### src/rtl/clkroot_pkg.sv
package clkroot_pkg;

    localparam int BUS_W  = 32;
    localparam int ADDR_W = 3;

    // word indices
    localparam int W_CMD = 0;
    localparam int W_CFG = 1;
    localparam int W_M   = 2;
    localparam int W_N   = 3;
    localparam int W_D   = 4;

    // command word bit positions
    localparam int CMD_UPD_B   = 0;
    localparam int CMD_FORCE_B = 1;
    localparam int CMD_DIRTY_B = 4;
    localparam int CMD_OFF_B   = 31;

    // configuration word bit positions
    localparam int CFG_SRC_LO = 8;
    localparam int CFG_MOD_LO = 12;
    localparam int CFG_HWC_B  = 20;

    // pending-flag index: 0 cfg, 1 N, 2 M, 3 D
    localparam int DIRTY_N = 4;

    typedef enum logic [0:0] {
        ST_IDLE = 1'b0,
        ST_HOLD = 1'b1
    } commit_state_e;

    typedef struct packed {
        logic       hw_ctl;
        logic [1:0] mode;
        logic [2:0] src;
    } sel_cfg_t;

    // pending-flag index of M/N/D slot i (slot 0 M, 1 N, 2 D)
    function automatic int mnd_dirty_idx(input int i);
        case (i)
            0:       return 2;
            1:       return 1;
            default: return 3;
        endcase
    endfunction

endpackage

### src/rtl/cr_commit_fsm.sv
module cr_commit_fsm #(
    parameter int LAT = 4
) (
    input  logic clk,
    input  logic rst_n,
    input  logic req_i,
    output logic commit_o,
    output logic busy_o
);
    import clkroot_pkg::*;

    localparam int CNT_W = (LAT > 1) ? $clog2(LAT) : 1;

    commit_state_e    state_q, state_d;
    logic [CNT_W-1:0] cnt_q, cnt_d;

    // state register
    always_ff @(posedge clk) begin
        if (!rst_n) begin
            state_q <= ST_IDLE;
            cnt_q   <= '0;
        end else begin
            state_q <= state_d;
            cnt_q   <= cnt_d;
        end
    end

    // transitions: request (IDLE->HOLD), apply (HOLD->IDLE)
    always_comb begin
        state_d = state_q;
        cnt_d   = cnt_q;
        unique case (state_q)
            ST_IDLE: begin
                if (req_i) begin
                    state_d = ST_HOLD;
                    cnt_d   = CNT_W'(LAT - 1);
                end
            end
            ST_HOLD: begin
                if (cnt_q == '0) begin
                    state_d = ST_IDLE;
                end else begin
                    cnt_d = cnt_q - 1'b1;
                end
            end
        endcase
    end

    // outputs
    always_comb begin
        commit_o = 1'b0;
        busy_o   = 1'b0;
        unique case (state_q)
            ST_IDLE: begin
                commit_o = 1'b0;
                busy_o   = 1'b0;
            end
            ST_HOLD: begin
                commit_o = (cnt_q == '0);
                busy_o   = 1'b1;
            end
        endcase
    end

endmodule

### src/rtl/cr_shadow_regs.sv
module cr_shadow_regs #(
    parameter int DIV_W = 5,
    parameter int MND_W = 8
) (
    input  logic                             clk,
    input  logic                             rst_n,
    input  logic                             bus_wr,
    input  logic                             bus_rd,
    input  logic [clkroot_pkg::ADDR_W-1:0]   bus_addr,
    input  logic [clkroot_pkg::BUS_W-1:0]    bus_wdata,
    output logic [clkroot_pkg::BUS_W-1:0]    bus_rdata,
    input  logic                             root_en_i,
    input  logic                             commit_i,
    output logic                             req_o,
    output logic                             pend_o,
    output logic                             force_o,
    output logic [clkroot_pkg::DIRTY_N-1:0]  dirty_o,
    output logic                             root_off_o,
    output clkroot_pkg::sel_cfg_t            sh_sel,
    output logic [DIV_W-1:0]                 sh_div,
    output logic [2:0][MND_W-1:0]            sh_mnd
);
    import clkroot_pkg::*;

    logic                 pend_q, force_q;
    logic [DIRTY_N-1:0]   dirty_q, dirty_set;
    logic [BUS_W-1:0]     rd_mux;
    logic                 wr_cmd, wr_cfg;
    logic [2:0]           wr_mnd;
    sel_cfg_t             sel_q;
    logic [DIV_W-1:0]     div_q;
    logic                 unused_wbits;

    assign unused_wbits = ^bus_wdata;

    assign wr_cmd = bus_wr && (bus_addr == ADDR_W'(W_CMD));
    assign wr_cfg = bus_wr && (bus_addr == ADDR_W'(W_CFG));
    assign req_o  = wr_cmd && bus_wdata[CMD_UPD_B] && !pend_q;
    assign root_off_o = !root_en_i && !force_q;

    // M/N/D shadow slots
    for (genvar i = 0; i < 3; i++) begin : g_mnd
        localparam int WORD = W_M + i;
        localparam int DIDX = mnd_dirty_idx(i);
        logic [MND_W-1:0] val_q;

        assign wr_mnd[i]       = bus_wr && (bus_addr == ADDR_W'(WORD));
        assign dirty_set[DIDX] = wr_mnd[i];
        assign sh_mnd[i]       = val_q;

        always_ff @(posedge clk) begin
            if (!rst_n) begin
                val_q <= '0;
            end else if (wr_mnd[i]) begin
                val_q <= bus_wdata[MND_W-1:0];
            end
        end
    end

    assign dirty_set[0] = wr_cfg;

    always_ff @(posedge clk) begin
        if (!rst_n) begin
            pend_q  <= 1'b0;
            force_q <= 1'b0;
            dirty_q <= '0;
            sel_q   <= '0;
            div_q   <= '0;
        end else begin
            if (commit_i) begin
                pend_q <= 1'b0;
            end else if (req_o) begin
                pend_q <= 1'b1;
            end
            if (wr_cmd) begin
                force_q <= bus_wdata[CMD_FORCE_B];
            end
            if (wr_cfg) begin
                div_q        <= bus_wdata[DIV_W-1:0];
                sel_q.src    <= bus_wdata[CFG_SRC_LO +: 3];
                sel_q.mode   <= bus_wdata[CFG_MOD_LO +: 2];
                sel_q.hw_ctl <= bus_wdata[CFG_HWC_B];
            end
            dirty_q <= dirty_set | (dirty_q & {DIRTY_N{!commit_i}});
        end
    end

    // read mux
    always_comb begin
        rd_mux = '0;
        if (bus_addr == ADDR_W'(W_CMD)) begin
            rd_mux[CMD_UPD_B]                   = pend_q;
            rd_mux[CMD_FORCE_B]                 = force_q;
            rd_mux[CMD_DIRTY_B +: DIRTY_N]      = dirty_q;
            rd_mux[CMD_OFF_B]                   = root_off_o;
        end else if (bus_addr == ADDR_W'(W_CFG)) begin
            rd_mux[DIV_W-1:0]                   = div_q;
            rd_mux[CFG_SRC_LO +: 3]             = sel_q.src;
            rd_mux[CFG_MOD_LO +: 2]             = sel_q.mode;
            rd_mux[CFG_HWC_B]                   = sel_q.hw_ctl;
        end else begin
            for (int i = 0; i < 3; i++) begin
                if (bus_addr == ADDR_W'(W_M + i)) begin
                    rd_mux[MND_W-1:0] = sh_mnd[i];
                end
            end
        end
    end

    always_ff @(posedge clk) begin
        if (!rst_n) begin
            bus_rdata <= '0;
        end else if (bus_rd) begin
            bus_rdata <= rd_mux;
        end
    end

    assign pend_o  = pend_q;
    assign force_o = force_q;
    assign dirty_o = dirty_q;
    assign sh_sel  = sel_q;
    assign sh_div  = div_q;

endmodule

### src/rtl/cr_active_regs.sv
module cr_active_regs #(
    parameter int DIV_W = 5,
    parameter int MND_W = 8
) (
    input  logic                   clk,
    input  logic                   rst_n,
    input  logic                   commit_i,
    input  clkroot_pkg::sel_cfg_t  sh_sel,
    input  logic [DIV_W-1:0]       sh_div,
    input  logic [2:0][MND_W-1:0]  sh_mnd,
    output clkroot_pkg::sel_cfg_t  act_sel,
    output logic [DIV_W-1:0]       act_div,
    output logic [2:0][MND_W-1:0]  act_mnd
);

    always_ff @(posedge clk) begin
        if (!rst_n) begin
            act_sel <= '0;
            act_div <= '0;
        end else if (commit_i) begin
            act_sel <= sh_sel;
            act_div <= sh_div;
        end
    end

    for (genvar i = 0; i < 3; i++) begin : g_act
        always_ff @(posedge clk) begin
            if (!rst_n) begin
                act_mnd[i] <= '0;
            end else if (commit_i) begin
                act_mnd[i] <= sh_mnd[i];
            end
        end
    end

endmodule

### src/rtl/clk_root_regs.sv
module clk_root_regs #(
    parameter int DIV_W      = 5,
    parameter int MND_W      = 8,
    parameter int COMMIT_LAT = 4
) (
    input  logic              clk,
    input  logic              rst_n,
    input  logic              bus_wr,
    input  logic              bus_rd,
    input  logic [2:0]        bus_addr,
    input  logic [31:0]       bus_wdata,
    output logic [31:0]       bus_rdata,
    input  logic              root_en_i,
    output logic              root_off_o,
    output logic [2:0]        act_src,
    output logic [DIV_W-1:0]  act_div,
    output logic [1:0]        act_mode,
    output logic              act_hw_ctl,
    output logic [MND_W-1:0]  act_m,
    output logic [MND_W-1:0]  act_n,
    output logic [MND_W-1:0]  act_d
);
    import clkroot_pkg::*;

    logic                 req_p, commit_p, busy;
    logic                 pend, force_on;
    logic [DIRTY_N-1:0]   dirty;
    sel_cfg_t             sh_sel, act_sel;
    logic [DIV_W-1:0]     sh_div;
    logic [2:0][MND_W-1:0] sh_mnd, act_mnd;

    cr_shadow_regs #(.DIV_W(DIV_W), .MND_W(MND_W)) u_shadow (
        .clk        (clk),
        .rst_n      (rst_n),
        .bus_wr     (bus_wr),
        .bus_rd     (bus_rd),
        .bus_addr   (bus_addr),
        .bus_wdata  (bus_wdata),
        .bus_rdata  (bus_rdata),
        .root_en_i  (root_en_i),
        .commit_i   (commit_p),
        .req_o      (req_p),
        .pend_o     (pend),
        .force_o    (force_on),
        .dirty_o    (dirty),
        .root_off_o (root_off_o),
        .sh_sel     (sh_sel),
        .sh_div     (sh_div),
        .sh_mnd     (sh_mnd)
    );

    cr_commit_fsm #(.LAT(COMMIT_LAT)) u_fsm (
        .clk      (clk),
        .rst_n    (rst_n),
        .req_i    (req_p),
        .commit_o (commit_p),
        .busy_o   (busy)
    );

    cr_active_regs #(.DIV_W(DIV_W), .MND_W(MND_W)) u_active (
        .clk      (clk),
        .rst_n    (rst_n),
        .commit_i (commit_p),
        .sh_sel   (sh_sel),
        .sh_div   (sh_div),
        .sh_mnd   (sh_mnd),
        .act_sel  (act_sel),
        .act_div  (act_div),
        .act_mnd  (act_mnd)
    );

    assign act_src    = act_sel.src;
    assign act_mode   = act_sel.mode;
    assign act_hw_ctl = act_sel.hw_ctl;
    assign act_m      = act_mnd[0];
    assign act_n      = act_mnd[1];
    assign act_d      = act_mnd[2];

endmodule

### config.mk
export PLATFORM = sky130hd
export DESIGN_NAME = clk_root_regs
export DESIGN_NICKNAME = d
export VERILOG_FILES = /design/src/rtl/clkroot_pkg.sv /design/src/rtl/cr_commit_fsm.sv /design/src/rtl/cr_shadow_regs.sv /design/src/rtl/cr_active_regs.sv /design/src/rtl/clk_root_regs.sv
export SDC_FILE = /design/constraint.sdc
export NUM_CORES = 1
export LEC_CHECK = 0
export BUFFER_PORTS_ARGS = -buffer_cell sky130_fd_sc_hd__buf_2
export CAP_MARGIN = 10
export CORE_MARGIN = 10
export CORE_UTILIZATION = 47
export DETAILED_ROUTE_END_ITERATION = 7
export GPL_ROUTABILITY_DRIVEN = 0
export HOLD_SLACK_MARGIN = 0.06
export PLACE_DENSITY = 0.75
export SLEW_MARGIN = 20
export SYNTH_ARGS = -nofsm -noshare
export SYNTH_HDL_FRONTEND = slang
export SYNTH_SLANG_ARGS = --single-unit
export TNS_END_PERCENT = 5
### constraint.sdc
create_clock -name clk -period 1.3 [get_ports clk]
set_clock_uncertainty 0.2 [all_clocks]
set_input_delay 0.26 -clock clk [delete_from_list [all_inputs] [get_ports clk]]
set_output_delay 0.26 -clock clk [all_outputs]
set_load 0.03 [all_outputs]
Word-level counts from Yosys, hierarchy flattened

Index checks and enable logic that the tools add are counted.

Register bits after elaboration: 94
Latch bits: 0
Bits in writable memories: 0
Memory bits (read-only): 0
Input port bits: 40
Output and inout port bits: 68
Word-level logic and storage cells: 69
Memories: 0

Add/subtract/negate cells: 1
$mul: 0
Div/mod/pow operators: 0
Order comparisons: 0
Eq/ne operators: 6
Shift operators: 0
Mux-type cells: 22
Bitwise gates (word level): 4
Reduce and logical (&&, ||, !) cells: 16

Operator list:

| cell                                                                   | number |
|---|---|
| 8-bit two-way mux                                                      | 3 |
| 2-bit two-way mux                                                      | 6 |
| 3-bit two-way mux                                                      | 3 |
| 1-bit logical AND                                                      | 8 |
| 3-bit by 2-bit equality test with 1-bit output (second input constant) | 2 |
| 1-bit two-way mux                                                      | 5 |
| 5-bit two-way mux                                                      | 1 |
| 4-bit AND                                                              | 1 |
| 1-bit zero test                                                        | 4 |
| 4-bit two-way mux                                                      | 1 |
| 2-bit != test (second input constant)                                  | 2 |
| 4-bit bitwise OR                                                       | 1 |
| 1-bit one-hot mux with 2 select lines                                  | 2 |
| 2-bit one-hot mux with 2 select lines                                  | 1 |
| 3-bit by 1-bit equality test with 1-bit output (second input constant) | 1 |
| 3-bit equality test (second input constant)                            | 1 |
| 3-bit zero test                                                        | 1 |
| 2-bit zero test                                                        | 1 |
| 1-bit inverter                                                         | 2 |
| 2-bit AND reduction                                                    | 1 |
| 2-bit OR reduction                                                     | 1 |
| 2-bit by 1-bit subtractor with 2-bit output (second input constant)    | 1 |

Depth between registers and ports, before layout

Gate-level depths: netlist (run 1).

Word-level depth: 6
Mapped depth: 7
Depth with buffers taken out: 5

Modules after synthesis

A second synthesis (run 1) with hierarchy kept.

Cell total of the unflattened synthesis: 409
Area total of the unflattened synthesis: 4165.2 um^2

Modules (own cells, without submodules):

| module         | instances | cells each | area an instance (um^2) |
|---|---|---|---|
| cr_shadow_regs | 1         | 283        | 2673.8 |
| cr_active_regs | 1         | 112        | 1352.5 |
| cr_commit_fsm  | 1         | 14         | 138.9 |

Least setup slack after synthesis (run 1)

Ideal clock, no wire load.

Path type: in2reg
Start: input port bus_addr[0]
End: register u_shadow.force_q (netlist: u_shadow.force_o)
Library setup time: 115 ps
Arrival time: 1148 ps
Required time: 985 ps
Setup slack: -163 ps
Stages on the path: 4
Path through: buf_6 -> nor4b_4 -> mux2_2 -> and2_1

Longest elaborated chain between the ends: 2

RTL lines:

| item                 | line                 | text |
|---|---|---|
| from (decl)          | clk_root_regs.sv:10  | `input logic [2:0] bus_addr,` |
| 3-bit zero test      | cr_shadow_regs.sv:36 | `assign wr_cmd = bus_wr && (bus_addr == ADDR_W'(W_CMD));` |
| 1-bit logical AND    | cr_shadow_regs.sv:36 |  |
| to (signal assigned) | cr_shadow_regs.sv:76 | `force_q <= bus_wdata[CMD_FORCE_B];` |
| to (decl)            | cr_shadow_regs.sv:25 | `logic pend_q, force_q;` |

Every way passes these cells.
A chain may end at the register's enable or synchronous reset.

Worst setup path after layout (run 1)

Start: register u_shadow.force_q (netlist: u_shadow.force_o)
End: output port root_off_o

Longest elaborated chain between the ends: 2

RTL lines:

| item              | line                 | text |
|---|---|---|
| 1-bit zero test   | cr_shadow_regs.sv:39 | `assign root_off_o = !root_en_i && !force_q;` |
| 1-bit logical AND | cr_shadow_regs.sv:39 |  |
| to (decl)         | clk_root_regs.sv:14  | `output logic root_off_o,` |

Every way passes these cells.

==> results.md, run 1 <==
* Status: finished with violations
* Failing checks: setup timing
* Post-Synth XOR/XNOR Area at 0
* Most common cell after layout, fill and taps aside: nand2_1
* Crit path arrival time at 0.95 ns
* Core area at 0.00864 mm2
* Clk sinks at 94
* Critical path capture point type: output pin
* Fin worst setup slack at -0.113 ns
* H-tree depth at 3
* Placed instance count at 634
* Wire per inst at 16.3 um
* R2R cell count at 6
* Area grow syn2layout at 34.8%
* Minimum clock period at 1.41 ns
* WHS at 0.0699 ns
* Leak at 0.00214 uW
* Post-synth EDFFs at 0
* Global-route wire length before repair at 17.7 mm
* Fraction of registers with async set/reset at 0
* Max Slew Vio Count at 0
* WS Path Type: flip-flop to output pin
* Synth cell types at 43
* DR pass1 iterations at 4
* Number of global-route vias before repair at 3476
* Max VDD drop at 459 uV
* Final Hold Vio Count at 0
* Most used DFF post-synth: dfxtp_1
* Post-DR vias/cell at 5.17
* Synthesized area per cell at 9.08 um2
* Ranking of synthesized cells by area: dfxtp_1, nand2_1, a21boi_0
* CTS Buf Count at 9
* Multiplexer share of the synthesized area at 0.0633
* Share of the synthesized area in the top cell type at 0.458
* IO Count at 108
* Place WS at -0.396 ns
* Nets at 595
* CTS tree: yes
* Finished Layout Cells at 667
* Reg-to-reg slack, setup at -0.07 ns
* Post-Route WL at 10.9 mm
* Clock tree root driver cell: clkbuf_8
* DRC at 0
* Share of post-route cells with drive strength above 1 at 0.367
* #FFs+latches synth at 94
* YS warnings at 0
* Setup tns final at -1.75 ns
* Largest family of logic cells by synthesized area: simple AND/OR/NAND/NOR gates
* Ant diodes at 0
* RR Startpoint: u_fsm.cnt_q[0]$_SDFFE_PN0P_
* Critical Path RT at 0.84 ns
* CTS max path bufs at 2
* Global route overflow at 0
* Commonest cells after routing, fill and taps aside: nand2_1, buf_6, dfxtp_2
* Post-synthesis sequential area ratio at 0.458
* Die area at 0.0129 mm2
* Hpwl dp at 7.71 mm
* R2r endpoint: u_active.act_mnd[10]$_SDFFE_PN0P_
* Largest net degree at the start of global routing at 36
* CP endpoint: root_off_o
* Via count at 3451
* Skew-Pair Late Insertion Delay at 0.37 ns
* Antenna-violating nets left at 0
* Post-Syn Instances at 453
* Adder-cell area share of the yosys netlist at 0.00304
* Die H at 114 um
* Starting Density at 0.476
* Antenna violations before repair at 0
* Die X at 114 um
* Peak Freq at 0.708 GHz
* Synth Area in Compound Gates at 0.157
* Starting DRT DRC Count at 210
* Hold WC Path Type: input pin to flip-flop
* Setup-failing EPs final at 69
* GRT Total Usage at 0.167
* RSZ-0062 raised after global routing: yes
* Pwr/cell area at 983 mW/mm2
* Port buffer count at 72
* Fin crit share at 1.09
* FILL cells at 706
* Netlist Area Pre-Place at 0.00411 mm2
* CP startpoint: u_shadow.force_o$_SDFFE_PN0P_
* FP Rows at 34
* Crit Path Max Fanout at 3
* Yosys top cell by area: dfxtp_1
* Worst setup SP type: flip-flop
* Max-cap viol count at 0
* Simple-gate share of the synthesized area at 0.238
* CTS clock-pin slew for the worst setup and hold paths at 0.10 ns
[through the flow]
step                utilization  cell area [um2]  power, uW
CTS                       0.639             5520       5460
detailed placement        0.546             4720       3510
floorplan                     -             4200       3380
global placement          0.546             4720       3500
global route              0.642             5550       5640
finish                    0.642             5550       5450
[kinds of logic after synthesis]
family,Yosys count
and+or+nand+nor,188
DFF,94
AOI/OAI and AO/OA,90
buffers and inverters,54
muxes,25
adders and majority gates,1
other,1
[what timing repair did]
action                                  CTS  global route
buffers inserted                          1             0
hold buffers                             15             0
pin swaps                                 5             0
cloned                                    1             0
endpoints found under the setup margin   96           105
endpoints found under the hold margin    25             0
gates resized for setup                 195             7
[routing by layer]
| layer | part of all wire | track usage | vias up | wire length [um] |
|---|---|---|---|---|
| met5 | 0 | 0 | - | 0 |
| met4 | 0.016 | 0.0499 | 0 | 179 |
| met3 | 0.072 | 0.0556 | 14 | 784 |
| met2 | 0.49 | 0.280 | 85 | 5360 |
| met1 | 0.42 | 0.199 | 1661 | 4570 |
| li1 | - | - | 1691 | - |
[layout make-up]
type | instances | area, um2 | area share
repair buffers | 124 | 1220 | 0.220
inverters | 4 | 15.0 | 0.00271
flip-flops and latches | 94 | 1950 | 0.351
well taps | 108 | 135 | 0.0244
clock buffers | 11 | 131 | 0.0237
multi-input cells | 321 | 2030 | 0.367
clock inverters | 5 | 60.1 | 0.0108
[cell usage after synthesis, types with 2 or more instances]
cell      instances
mux2i_1          17
nand3b_1          4
and2b_1           2
a221oi_1          2
buf_2             7
and2_1            3
a31oi_1           4
and4bb_2          4
nor4_1            2
nor2b_1          33
nor3b_1           2
a21boi_0         45
inv_1             4
o211a_1           2
o21ai_0           4
mux2_2            8
a211oi_1          4
nor4bb_1          2
buf_4            21
nand2b_1          5
and4bb_1          3
nand2_1         116
nor2_1            4
buf_6             5
dfxtp_1          94
a21boi_1         10
o31ai_1           3
clkbuf_1         17
a21oi_1          12
[state kept, by name, indices dropped and copies added, names as in the netlist]
| register | count |
|---|---|
| u_active.act_div | 5 |
| u_active.act_mnd | 24 |
| u_active.act_sel | 6 |
| u_fsm.cnt_q | 2 |
| u_fsm.state_q | 1 |
| u_shadow.bus_rdata | 15 |
| u_shadow.dirty_o | 4 |
| u_shadow.force_o | 1 |
| u_shadow.g_mnd.val_q | 24 |
| u_shadow.pend_o | 1 |
| u_shadow.sh_div | 5 |
| u_shadow.sh_sel | 6 |
[critical path: stages, from the launching register on]
cell     delay, ns
dfxtp_2       0.35
nor2_4        0.10
buf_6         0.14
[worst min-delay path by stage]
stage	startpoint	end	slack (ns)	cells after the start
global route	rst_n	u_shadow.bus_rdata[2]$_SDFFE_PN0P_	0.08	3
finish	rst_n	u_shadow.bus_rdata[2]$_SDFFE_PN0P_	0.07	3
detailed placement	u_active.act_div[1]$_SDFFE_PN0P_	u_active.act_div[1]$_SDFFE_PN0P_	0.25	2
floorplan	bus_wdata[0]	u_shadow.sh_div[0]$_SDFFE_PN0P_	0.19	2
CTS	bus_rd	u_shadow.bus_rdata[0]$_SDFFE_PN0P_	0.06	3
global placement	u_active.act_div[0]$_SDFFE_PN0P_	u_active.act_div[0]$_SDFFE_PN0P_	0.25	2
[report_power, final]
part	leakage (uW)	internal [uW]	total (uW)	switching, uW
logic	0.00127	258	570	312
clock network	0.0000818	890	1930	1040
registers	0.000786	2920	2960	36.8
No activity file was read; power rests on OpenSTA's default activity.
==> inputs of run 2 (changes only) <==
--- a/config.mk
+++ b/config.mk
@@ -11,6 +11,7 @@
 export CORE_UTILIZATION = 47
 export DETAILED_ROUTE_END_ITERATION = 7
 export GPL_ROUTABILITY_DRIVEN = 0
+export GPL_TIMING_DRIVEN = 0
 export HOLD_SLACK_MARGIN = 0.06
 export PLACE_DENSITY = 0.75
 export SLEW_MARGIN = 20
==> run 2 against run 1 <==
Against the previous run:
- the run still ends with setup timing left
- sequential share of layout area down 1.2 points
- largest cell class unchanged
- via count grew 5.7%
- largest power group unchanged
- maximum frequency shrank 1.7%
- clock-buffer cell count stayed put
- worst hold slack improved by 0.016 ns
- power increased by 2.1%
==> results.md, run 2 (synthesis results as in run 1) <==
* DRC at 0 (unchanged)
* Minimum clock period at 1.44 ns (+0.0240 ns)
* Wire per inst at 17.7 um (+8.5%)
* Global-route wire length before repair at 19.6 mm (+11%)
* Post-Route Utilization at 0.666 (+0.0243)
* Post-DR vias/cell at 5.29 (+2.2%)
* Critical path capture point type: flip-flop
* Fin worst setup slack at -0.137 ns (-0.0240 ns)
* Share of post-route cells with drive strength above 1 at 0.399 (+0.0319)
* Worst setup SP type: flip-flop
* Die X at 114 um (unchanged)
* Starting Density at 0.476 (unchanged)
* Post-Route WL at 12.2 mm (+12%)
* IO Count at 108 (unchanged)
* GRT Max-Usage Layer: met2
* Global route overflow at 0 (unchanged)
* Largest net degree at the start of global routing at 16 (-56%)
* DR pass1 iterations at 5 (+1)
* Die area at 0.0129 mm2 (unchanged)
* Nets at 618 (+3.9%)
* Area grow syn2layout at 39.9%
* Comb pwr share at 0.114 (+0.009)
* FILL cells at 671 (-5.0%)
* Crit Path Max Fanout at 7 (+4)
* CTS Buf Count at 9 (unchanged)
* Antenna-violating nets left at 0 (unchanged)
* Met1 Usage GRT at 0.225 (+0.0266)
* Most common cell after layout, fill and taps aside: nand2_1
* Met3 usage at 0.0546 (-0.00105)
* Clock tree root driver cell: clkbuf_8
* Antenna violations before repair at 0 (unchanged)
* WS Path Type: flip-flop to flip-flop
* Critical Path RT at 1.39 ns (+0.55 ns)
* Sw frac at 0.254 (about the same)
* Placed Area at 0.00469 mm2 (-0.53%)
* Power Total at 5570 uW (+2.1%)
* Setup-failing EPs final at 56 (-19%)
* Place WS at -0.491 ns (-0.0946 ns)
* Max-cap viol count at 0 (unchanged)
* Hpwl dp at 8.31 mm (+7.8%)
* CTS clock-pin slew for the worst setup and hold paths at 0.09 ns (about the same)
* Final Hold Vio Count at 0 (unchanged)
* Peak Freq at 0.696 GHz (-1.7%)
* Clk sinks at 94 (unchanged)
* Starting DRT DRC Count at 256 (+22%)
* Switching pwr at 1410 uW (+2.1%)
* Status: finished with violations
* GRT Total Usage at 0.188 (+0.0208)
* Ant diodes at 0 (unchanged)
* RR Startpoint: u_fsm.cnt_q[0]$_SDFFE_PN0P_
* CTS max path bufs at 2 (unchanged)
* Failing checks: setup timing
* Hold_sp: rst_n
* Die H at 114 um (unchanged)
* CTS tree: yes
* CP startpoint: u_fsm.cnt_q[0]$_SDFFE_PN0P_
* Flop pwr share at 0.531 (-0.011)
* Worst rel slew slack at 0.637
* WHS at 0.0862 ns (+0.0163 ns)
* Internal power of the cells at 4150 uW (+2.1%)
* Fin crit share at 1.11 (+0.0185)
* FP Rows at 34 (unchanged)
* H-tree depth at 3 (unchanged)
* Top flop regs: u_active.act_mnd (24), u_shadow.g_mnd.val_q (24), u_shadow.bus_rdata (15)
* Port buffer count at 71 (-1.4%)
* Clock group share of total power at 0.355 (+0.002)
* Number of global-route vias before repair at 3739 (+7.6%)
* GR Util met2 at 0.315 (+0.0355)
* Pwr/cell area at 967 mW/mm2 (-1.7%)
* Max Slew Vio Count at 0 (unchanged)
* Finished Cell Area at 0.00576 mm2 (+3.8%)
* Max VDD drop at 644 uV (+40%)
* RSZ-0062 raised after global routing: yes
* Skew-Pair Late Insertion Delay at 0.36 ns (about the same)
* Core area at 0.00864 mm2 (unchanged)
* Leak at 0.00225 uW (+5.2%)
* Crit path arrival time at 1.53 ns (+0.58 ns)
* Hold WC Path Type: input pin to flip-flop
* Via count at 3648 (+5.7%)
* Commonest cells after routing, fill and taps aside: nand2_1, buf_6, dfxtp_2
* Worst Tran Pin Value at 0.545 ns
-- run 2: per-layer routing --
metal / wire [um] / part of all wire
met5: 0 / 0
met4: 236 / 0.019
met3: 1100 / 0.090
met2: 5820 / 0.48
met1: 5070 / 0.41
-- run 2: power by group through the flow --
| stage | Clock [uW] | Sequential, uW | Combinational [uW] |
|---|---|---|---|
| after detailed placement | 0 | 3020 | 508 |
| after global placement | 0 | 3020 | 500 |
| after global routing | 2120 | 2960 | 676 |
| after CTS | 2000 | 2960 | 597 |
| final | 1980 | 2960 | 632 |
| after floorplan | 0 | 3030 | 350 |
-- run 2: cell type report --
type,count,area (um2),area share
Buffer,49,399,0.0693
Multi-Input combinational cell,321,2090,0.363
Timing Repair Buffer,98,967,0.168
Clock buffer,11,141,0.0246
Clock inverter,5,58.8,0.0102
Sequential cell,94,1950,0.339
Inverter,4,15.0,0.00261
Tap cell,108,135,0.0235
-- run 2: path summary, 6_finish.rpt --
path                                                           to  slack (ns)  cells past startpoint
worst min register to register  u_active.act_mnd[11]$_SDFFE_PN0P_        0.26                      2
worst max register to register   u_active.act_div[3]$_SDFFE_PN0P_       -0.14                      6
worst min-delay path             u_active.act_mnd[5]$_SDFFE_PN0P_        0.09                      2
worst max-delay path             u_active.act_div[3]$_SDFFE_PN0P_       -0.14                      6
-- run 2: per-stage QoR --
stage               TNS (ns)  cells
detailed placement    -27.30    648
finish                 -4.03    690
CTS                    -4.17    689
global route           -8.55    690
global placement      -24.69    648
floorplan              -3.65    469
-- run 2: critical path, stage by stage, from the launching register on --
cell	delay (ns)
dfxtp_2	0.34
inv_2	0.07
ha_4	0.15
and2_4	0.26
buf_6	0.16
nand2_1	0.07
a21boi_1	0.13
-- run 2: what timing repair did --
action	4_1_cts	5_1_grt
buffers inserted	6	1
hold buffers	16	0
endpoints found under the hold margin	29	0
gates cloned	4	0
resized for setup	217	33
pin swaps	8	8
setup endpoints to repair	96	110
